<file path="src/rtl/dma_regbank_pkg.sv">
package dma_regbank_pkg;

  // word offsets inside one 16-byte channel slot
  localparam logic [3:0] OFF_BASE = 4'h0;
  localparam logic [3:0] OFF_BLK  = 4'h4;
  localparam logic [3:0] OFF_CTL  = 4'h8;

  // global control word location
  localparam int PRIM_ADDR = 'h70;

  // reset ladder: nibble i carries priority i+1, enable clear
  function automatic logic [31:0] prim_reset(input int nch);
    logic [31:0] v;
    v = '0;
    for (int i = 0; i < nch && i < 8; i++) begin
      v[4*i +: 4] = 4'((i + 1) & 7);
    end
    return v;
  endfunction

endpackage

</file>
<file path="src/rtl/dma_chan_regs.sv">
module dma_chan_regs #(
  parameter int DATA_W   = 32,
  parameter int BUSY_BIT = 24
) (
  input  logic              clk,
  input  logic              rst,
  input  logic              wr_en,
  input  logic              sel_base,
  input  logic              sel_blk,
  input  logic              sel_ctl,
  input  logic [DATA_W-1:0] wdata,
  input  logic              done,
  input  logic              err,
  input  logic              req,
  input  logic              master_en,
  output logic [DATA_W-1:0] base_q,
  output logic [DATA_W-1:0] blk_q,
  output logic [DATA_W-1:0] ctl_q,
  output logic              may_xfer
);

  logic              req_q;
  logic [DATA_W-1:0] ctl_n;

  // completion or error dominates a same-cycle software set of busy
  always_comb begin
    ctl_n = ctl_q;
    if (wr_en && sel_ctl) ctl_n = wdata;
    if (done || err)      ctl_n[BUSY_BIT] = 1'b0;
  end

  always_ff @(posedge clk) begin
    if (rst) begin
      base_q <= '0;
      blk_q  <= '0;
      ctl_q  <= '0;
      req_q  <= 1'b0;
    end else begin
      if (wr_en && sel_base) base_q <= wdata;
      if (wr_en && sel_blk)  blk_q  <= wdata;
      ctl_q <= ctl_n;
      req_q <= req;
    end
  end

  assign may_xfer = master_en & ctl_q[BUSY_BIT] & req_q;

endmodule

</file>
<file path="src/rtl/dma_prim_ctrl.sv">
module dma_prim_ctrl import dma_regbank_pkg::*; #(
  parameter int NUM_CH = 7,
  parameter int DATA_W = 32
) (
  input  logic              clk,
  input  logic              rst,
  input  logic              wr,
  input  logic [DATA_W-1:0] wdata,
  output logic [DATA_W-1:0] prim_q,
  output logic [NUM_CH-1:0] master_en
);

  localparam logic [DATA_W-1:0] RST_VAL = DATA_W'(prim_reset(NUM_CH));

  always_ff @(posedge clk) begin
    if (rst)     prim_q <= RST_VAL;
    else if (wr) prim_q <= wdata;
  end

  for (genvar g = 0; g < NUM_CH; g++) begin : g_en
    assign master_en[g] = prim_q[4*g + 3];
  end

endmodule

</file>
<file path="src/rtl/dma_grant_sel.sv">
module dma_grant_sel #(
  parameter int NUM_CH = 7
) (
  input  logic [NUM_CH-1:0] cand,
  output logic [NUM_CH-1:0] grant
);

  logic found;

  always_comb begin
    grant = '0;
    found = 1'b0;
    for (int i = 0; i < NUM_CH; i++) begin
      if (cand[i] && !found) begin
        grant[i] = 1'b1;
        found    = 1'b1;
      end
    end
  end

endmodule

</file>
<file path="src/rtl/dma_regbank.sv">
module dma_regbank import dma_regbank_pkg::*; #(
  parameter int NUM_CH   = 7,
  parameter int DATA_W   = 32,
  parameter int ADDR_W   = 8,
  parameter int BUSY_BIT = 24
) (
  input  logic              clk,
  input  logic              rst,
  input  logic              wr_en,
  input  logic              rd_en,
  input  logic [ADDR_W-1:0] addr,
  input  logic [DATA_W-1:0] wdata,
  output logic [DATA_W-1:0] rdata,
  output logic              rvalid,
  input  logic [NUM_CH-1:0] req_i,
  input  logic [NUM_CH-1:0] done_i,
  input  logic [NUM_CH-1:0] err_i,
  output logic [NUM_CH-1:0] may_xfer,
  output logic [NUM_CH-1:0] grant
);

  localparam int IDX_W = ADDR_W - 4;

  logic [IDX_W-1:0]  idx;
  logic [3:0]        off;
  logic              prim_sel;
  logic [NUM_CH-1:0] sel_base, sel_blk, sel_ctl;
  logic [NUM_CH-1:0] master_en;
  logic [DATA_W-1:0] prim_q;
  logic [DATA_W-1:0] base_q [NUM_CH];
  logic [DATA_W-1:0] blk_q  [NUM_CH];
  logic [DATA_W-1:0] ctl_q  [NUM_CH];
  logic [DATA_W-1:0] rd_mux;

  assign idx      = addr[ADDR_W-1:4];
  assign off      = addr[3:0];
  assign prim_sel = (addr == ADDR_W'(PRIM_ADDR));

  for (genvar g = 0; g < NUM_CH; g++) begin : g_ch
    logic slot;
    assign slot        = (idx == IDX_W'(g));
    assign sel_base[g] = slot && (off == OFF_BASE);
    assign sel_blk[g]  = slot && (off == OFF_BLK);
    assign sel_ctl[g]  = slot && (off == OFF_CTL);

    dma_chan_regs #(.DATA_W(DATA_W), .BUSY_BIT(BUSY_BIT)) u_ch (
      .clk       (clk),
      .rst       (rst),
      .wr_en     (wr_en),
      .sel_base  (sel_base[g]),
      .sel_blk   (sel_blk[g]),
      .sel_ctl   (sel_ctl[g]),
      .wdata     (wdata),
      .done      (done_i[g]),
      .err       (err_i[g]),
      .req       (req_i[g]),
      .master_en (master_en[g]),
      .base_q    (base_q[g]),
      .blk_q     (blk_q[g]),
      .ctl_q     (ctl_q[g]),
      .may_xfer  (may_xfer[g])
    );
  end

  dma_prim_ctrl #(.NUM_CH(NUM_CH), .DATA_W(DATA_W)) u_prim (
    .clk       (clk),
    .rst       (rst),
    .wr        (wr_en && prim_sel),
    .wdata     (wdata),
    .prim_q    (prim_q),
    .master_en (master_en)
  );

  dma_grant_sel #(.NUM_CH(NUM_CH)) u_grant (
    .cand  (may_xfer),
    .grant (grant)
  );

  // unmapped offsets fall through to all ones
  always_comb begin
    rd_mux = '1;
    if (prim_sel) rd_mux = prim_q;
    for (int i = 0; i < NUM_CH; i++) begin
      if (sel_base[i]) rd_mux = base_q[i];
      if (sel_blk[i])  rd_mux = blk_q[i];
      if (sel_ctl[i])  rd_mux = ctl_q[i];
    end
  end

  always_ff @(posedge clk) begin
    if (rst) begin
      rdata  <= '0;
      rvalid <= 1'b0;
    end else begin
      rvalid <= rd_en;
      if (rd_en) rdata <= rd_mux;
    end
  end

endmodule

</file>
<file path="config.mk">
export PLATFORM = sky130hd
export DESIGN_NAME = dma_regbank
export DESIGN_NICKNAME = d
export VERILOG_FILES = /design/src/rtl/dma_regbank_pkg.sv /design/src/rtl/dma_chan_regs.sv /design/src/rtl/dma_prim_ctrl.sv /design/src/rtl/dma_grant_sel.sv /design/src/rtl/dma_regbank.sv
export SDC_FILE = /design/constraint.sdc
export NUM_CORES = 2
export LEC_CHECK = 0
export BUFFER_PORTS_ARGS = -buffer_cell sky130_fd_sc_hd__buf_2
export CAP_MARGIN = 10
export CORE_MARGIN = 5
export CORE_UTILIZATION = 40
export CTS_CLUSTER_DIAMETER = 150
export CTS_CLUSTER_SIZE = 30
export DETAILED_ROUTE_END_ITERATION = 8
export HOLD_SLACK_MARGIN = 0.15
export SLEW_MARGIN = 20
export SYNTH_ARGS = -nofsm -noshare
export SYNTH_HDL_FRONTEND = slang
export SYNTH_SLANG_ARGS = --single-unit
</file>
<file path="constraint.sdc">
create_clock -name clk -period 4.5 [get_ports clk]
set_input_delay 0.225 -clock clk [delete_from_list [all_inputs] [get_ports clk]]
set_output_delay 0.225 -clock clk [all_outputs]
set_load 0.05 [all_outputs]
</file>
-- After elaboration in Yosys (flattened, before gate mapping)
Cells that the tools add are included.
- bits in registers: 744
- bits of input ports: 65
- output and inout bits: 47
- logic and storage cells: 166
- eq/ne operators: 9
- multiplexer cells: 34
- bitwise operators: 14
- reduce and logical (&&, ||, !) cells: 71
- operators by type and width (operator ; number):
    $mux W32 ; 22
    $logic_and A1 B1 Y1 ; 49
    $eq A4 B3 Y1 const B ; 4
    $and A1 B1 Y1 ; 14
    $reduce_or A2 Y1 ; 7
    $mux W1 ; 12
    $eq A4 B2 Y1 const B ; 2
    $eq A8 B7 Y1 const B ; 1
    $logic_not A4 Y1 ; 2
    $logic_or A1 B1 Y1 ; 7
    $logic_not A1 Y1 ; 6
    $eq A4 B1 Y1 const B ; 1
    $eq A4 B4 Y1 const B ; 1

-- Logic depth before layout (Yosys ltp)
- word-level depth: 23
- gate-level depth with buffers: 11
- gate-level depth less buffers: 7

-- By module
From an unflattened synthesis, not the netlist that was laid out.
- cells, all modules: 4227
- area total of the unflattened synthesis: 37412.1 um^2
- by module, submodules not included (module ; instances ; cells an instance ; area an instance (um^2) ; seq. area each (um^2)):
    dma_chan_regs ; 7 ; 440 ; 4204.0 ; 1941.9
    dma_regbank ; 1 ; 1028 ; 6685.2 ; 660.6
    dma_prim_ctrl ; 1 ; 110 ; 1227.4 ; 640.6
    dma_grant_sel ; 1 ; 9 ; 71.3 ; 0.0

-- Worst setup path after synthesis
No wires, ideal clock.
- path kind: input-to-reg
- start point: input port addr[1]
- end point: register rdata[13]
- library setup time: 0.135 ns
- arrival time: 2.035 ns
- data required time: 4.365 ns
- path slack: 2.330 ns
- stages on the path: 8
- buffers on the path: 1
- cell sequence: or4b_1 > or2_1 > buf_2 > a2bb2oi_1 > a2111oi_1 > o31ai_1 > a221oi_1 > a2111oi_2
- cells in the longest elaborated chain, start to end: 23
- elaborated cells between the ends (all ways): 47
- classes of those cells: eq/ne: 3; mux: 22; reduce/logical: 22
- ends and longest elaborated chain (item ; RTL line ; RTL):
    start, declared ; dma_regbank.sv:11 ; input logic [ADDR_W-1:0] addr,
    $eq A8 B7 Y1 or $logic_not A4 Y1 (tied branches) ; dma_regbank.sv:37, dma_regbank.sv:42 ;
    $mux W32 or $logic_and A1 B1 Y1 (tied branches) ; dma_regbank.sv:82, dma_regbank.sv:42 ;
    $mux W32 ; dma_regbank.sv:84 ; if (sel_base[i]) rd_mux = base_q[i];
    $mux W32 ; dma_regbank.sv:85 ; if (sel_blk[i]) rd_mux = blk_q[i];
    $mux W32 ; dma_regbank.sv:86 ; if (sel_ctl[i]) rd_mux = ctl_q[i];
    $mux W32 ; dma_regbank.sv:84 ;
    $mux W32 ; dma_regbank.sv:85 ;
    $mux W32 ; dma_regbank.sv:86 ;
    (+7 left out) ; -- ;
    $mux W32 ; dma_regbank.sv:85 ;
    $mux W32 ; dma_regbank.sv:86 ;
    $mux W32 ; dma_regbank.sv:84 ;
    $mux W32 ; dma_regbank.sv:85 ;
    $mux W32 ; dma_regbank.sv:86 ;
    $mux W32 ; dma_regbank.sv:84 ;
    $mux W32 ; dma_regbank.sv:85 ;
    $mux W32 (*) ; dma_regbank.sv:86 ;
    end signal, assigned ; dma_regbank.sv:96 ; if (rd_en) rdata <= rd_mux;
    end, declared ; dma_regbank.sv:13 ; output logic [DATA_W-1:0] rdata,
Mark *: on every way between the ends. The rest lies on a longest branch, timed or not.
A chain may end at the register's enable or synchronous reset.

-- Worst setup path after layout
- start point: input port addr[2]
- end point: register rdata[4]
Same word-level chain as after synthesis.

==> flow_summary.toml <==
[placed_design]
place_congestion = 0.9365
post-place-ws_ps = 1080
numPortBuffers = 111
dpl_cell_area_sq_um = 33540
place.detailed.hpwl_mm = 92.32
placed_cells_incl_taps = 5241

[synthesis]
syn_nets = 4428
ys_seq_elements = 744
synth-seq-area-share = 0.4631
syn_inst = 4363
synth_ff_type = "dfxtp_1"
postSynthAreaPerCell_sq_um = 7.372
synth.distinct_cells = 74
synth_edf_count = 0
mappedNetlistArea_sq_um = 32160
async_flop_share = 0
ys_warn_count = 0

[pwr]
max-vdd-ir-drop_uv = 358.1
finalPower_mw = 10.91
p_leak_nw = 11.40
power.density_nw_per_um2 = 313.0

[sta]
tns_ps = 0
rsz0062_at_grt = "false"
timing.final.crit_share = 0.6911
worst_slew_pin_slew_ps = 1153
final_max_slew_viol_count = 0
skew_ps = 17.34
finalHoldViolations = 0
slew_headroom = 0.2312
fmax_ghz = 0.3216
worst_slack_ps = 1390
setup_viol_count_final = 0
fin_crit_ps = 3110

[min_path]
worst_hold_path.endpoint = "g_ch[5].u_ch.ctl_q[24]$_SDFFE_PP0P_"
hold_class = "in2reg"
hold_depth = 3
hold_start = "err_i[5]"

[clock_network]
cts_tree = "built"
cts_resized = 0
cts-root-buf = "clkbuf_16"
hold_buffers = 57
clk_pin_slew_ps = 120
clk_path_buf_depth = 3
cts_buffers = 28
htreeDepth = 1
postCtsSetupRepairBufs = 0
insertion_delay_ps = 660
clock_sinks = 744

[outcome]
status = "complete, no violations"

[floorplanning]
die_width_microns = 293.6
io_pins = 112
die_height_microns = 293.6
die_area_sq_um = 86180
row_count = 104
initial_core_util = 0.4013
design.core.area_sq_um = 80160

[setup_path]
end_kind = "flop"
r2r_start = "g_ch[0].u_ch.base_q[16]$_SDFFE_PP0P_"
crit_path_max_fanout = 23
r2r_slack_ps = 2140
worstSetupStartpointType = "input port"
r2r_end = "rdata[16]$_SDFFE_PP0P_"
required_ps = 5100
arrival_ps = 3710
critPathKind = "in2reg"
rr_worst_depth = 7

[layout]
final_cells = 5331
final_common_cell = "nand2_1"
n_fill_cell = 8289
fin_nets = 4333
layout_common_cells = "nand2_1, a21oi_1, dfxtp_1, o22ai_1, buf_4"
finalInstanceArea_sq_um = 34850
area_growth_pct = 8.352
drive_above_1_share = 0.08107

[drt]
vias_per_cell = 6.155
ant_nets = 0
drt_wl_total_mm = 144.2
drc = 0
first_pass_iters = 6
wl_per_cell_microns = 27.04
vias = 32810
drt_first_iter_violations = 4981

[job]
cap_violations = 0

[global_routing]
grt_usage = 0.3177
antenna_found_initial = 1
grt_pass1_vias = 30180
grt-ovfl-total = 0
grt_max_degree = 182
grt_pass1_wl_mm = 208.6
[stage by stage]
| stage | hold slack (ps) | utilization |
|---|---|---|
| after floorplan | 301.8 | - |
| after global placement | 395.7 | 0.4184 |
| after detailed placement | 398.5 | 0.4184 |
| after CTS | 260.9 | 0.4347 |
| after global routing | 276.1 | 0.4347 |
| final | 283.2 | 0.4348 |
[final cells by class]
| type | count | area (sq um) | area share |
|---|---|---|---|
| tap | 1060 | 1326 | 0.03806 |
| antenna | 3 | 7.507 | 0.0002154 |
| inverter | 9 | 33.78 | 0.0009694 |
| multi-input combinational | 3164 | 15430 | 0.4428 |
| clock inverter | 1 | 8.758 | 0.0002513 |
| clock buffer | 29 | 725.7 | 0.02082 |
| sequential | 744 | 14890 | 0.4274 |
| timing repair buffer | 321 | 2422 | 0.06951 |
[registers in the layout (all words and copies together) (netlist names)]
signal and flops:
rvalid 1, g_ch.u_ch.req_q 7, g_ch.u_ch.blk_q 224, g_ch.u_ch.ctl_q 224, g_ch.u_ch.base_q 224, u_prim.prim_q 32
rdata 32
[worst max-delay path, cell delays in order]
cell and delay, ps:
buf_2 270, nor2_1 470, nand2_1 400, buf_4 300, buf_4 170, nor2_1 560
a21oi_1 280, a211o_1 350, a21oi_1 110, dlygate4sd3_1 560
[metal layers]
metal / wire [microns] / share of wire / up-vias / track usage
met4: 9181 / 0.064 / 0 / 0.1604
met2: 61550 / 0.43 / 2103 / 0.4792
met3: 16320 / 0.11 / 432 / 0.05420
met1: 57100 / 0.40 / 15640 / 0.4401
met5: 0 / 0 / - / 0
li1: - / - / 14630 / -
[synthesized netlist by cell type (6+ instances only)]
cell type | n | area (sq um)
nand3_1 | 27 | 135.1
a21oi_1 | 804 | 4024
nor2_2 | 6 | 37.54
dfxtp_1 | 744 | 14890
a221oi_1 | 13 | 113.9
a22oi_1 | 33 | 247.7
buf_4 | 14 | 105.1
mux2i_1 | 9 | 90.09
nand4_1 | 10 | 62.56
nor3_1 | 31 | 155.2
a211oi_1 | 17 | 127.6
o21ai_0 | 108 | 540.5
o22ai_1 | 166 | 1039
clkbuf_1 | 329 | 1235
nand2b_1 | 6 | 37.54
o221ai_1 | 31 | 271.5
a2111oi_0 | 9 | 78.83
and3_1 | 27 | 168.9
inv_1 | 9 | 33.78
nand2_1 | 1499 | 5627
nor4_1 | 6 | 37.54
o22a_1 | 23 | 201.4
nor2b_1 | 43 | 269.0
buf_1 | 9 | 33.78
a32o_1 | 7 | 70.07
o2111ai_1 | 13 | 113.9
o32ai_1 | 8 | 70.07
a31oi_1 | 14 | 87.58
buf_2 | 93 | 465.5
or3_1 | 8 | 50.05
mux2_2 | 21 | 236.5
nor2_1 | 107 | 401.6
o211ai_1 | 18 | 135.1
[cells by family (layout without fill, tap and decap cells)]
group                  after synthesis  after routing  synth area share
other                                0              3                 0
and+or+nand+nor                   1807           1807            0.2290
AOI/OAI and AO/OA                 1327           1327            0.2392
DFF                                744            744            0.4631
muxes                               30             30           0.01015
buffers and inverters              455            360           0.05859
[where the power goes]
group | switching, mW | total [mW] | internal, mW
sequential | 0.0347 | 6.66 | 6.62
combinational | 0.714 | 0.921 | 0.207
clock | 2.17 | 3.33 | 1.17
[how the worst max path moves through the flow]
stage                     startpoint                             endpoint  slack (ps)  cells past startpoint
final                        addr[2]                rdata[4]$_SDFFE_PP0P_        1390                     10
after global routing         addr[5]  g_ch[5].u_ch.ctl_q[24]$_SDFFE_PP0P_        1360                      9
after CTS                    addr[1]  g_ch[6].u_ch.ctl_q[24]$_SDFFE_PP0P_        1560                      9
after detailed placement     addr[1]                rdata[7]$_SDFFE_PP0P_        1080                      9
after global placement       addr[3]               rdata[29]$_SDFFE_PP0P_        1090                     10
after floorplan              addr[1]               rdata[13]$_SDFFE_PP0P_        2330                      8
Power figures use the tool's default switching activity.
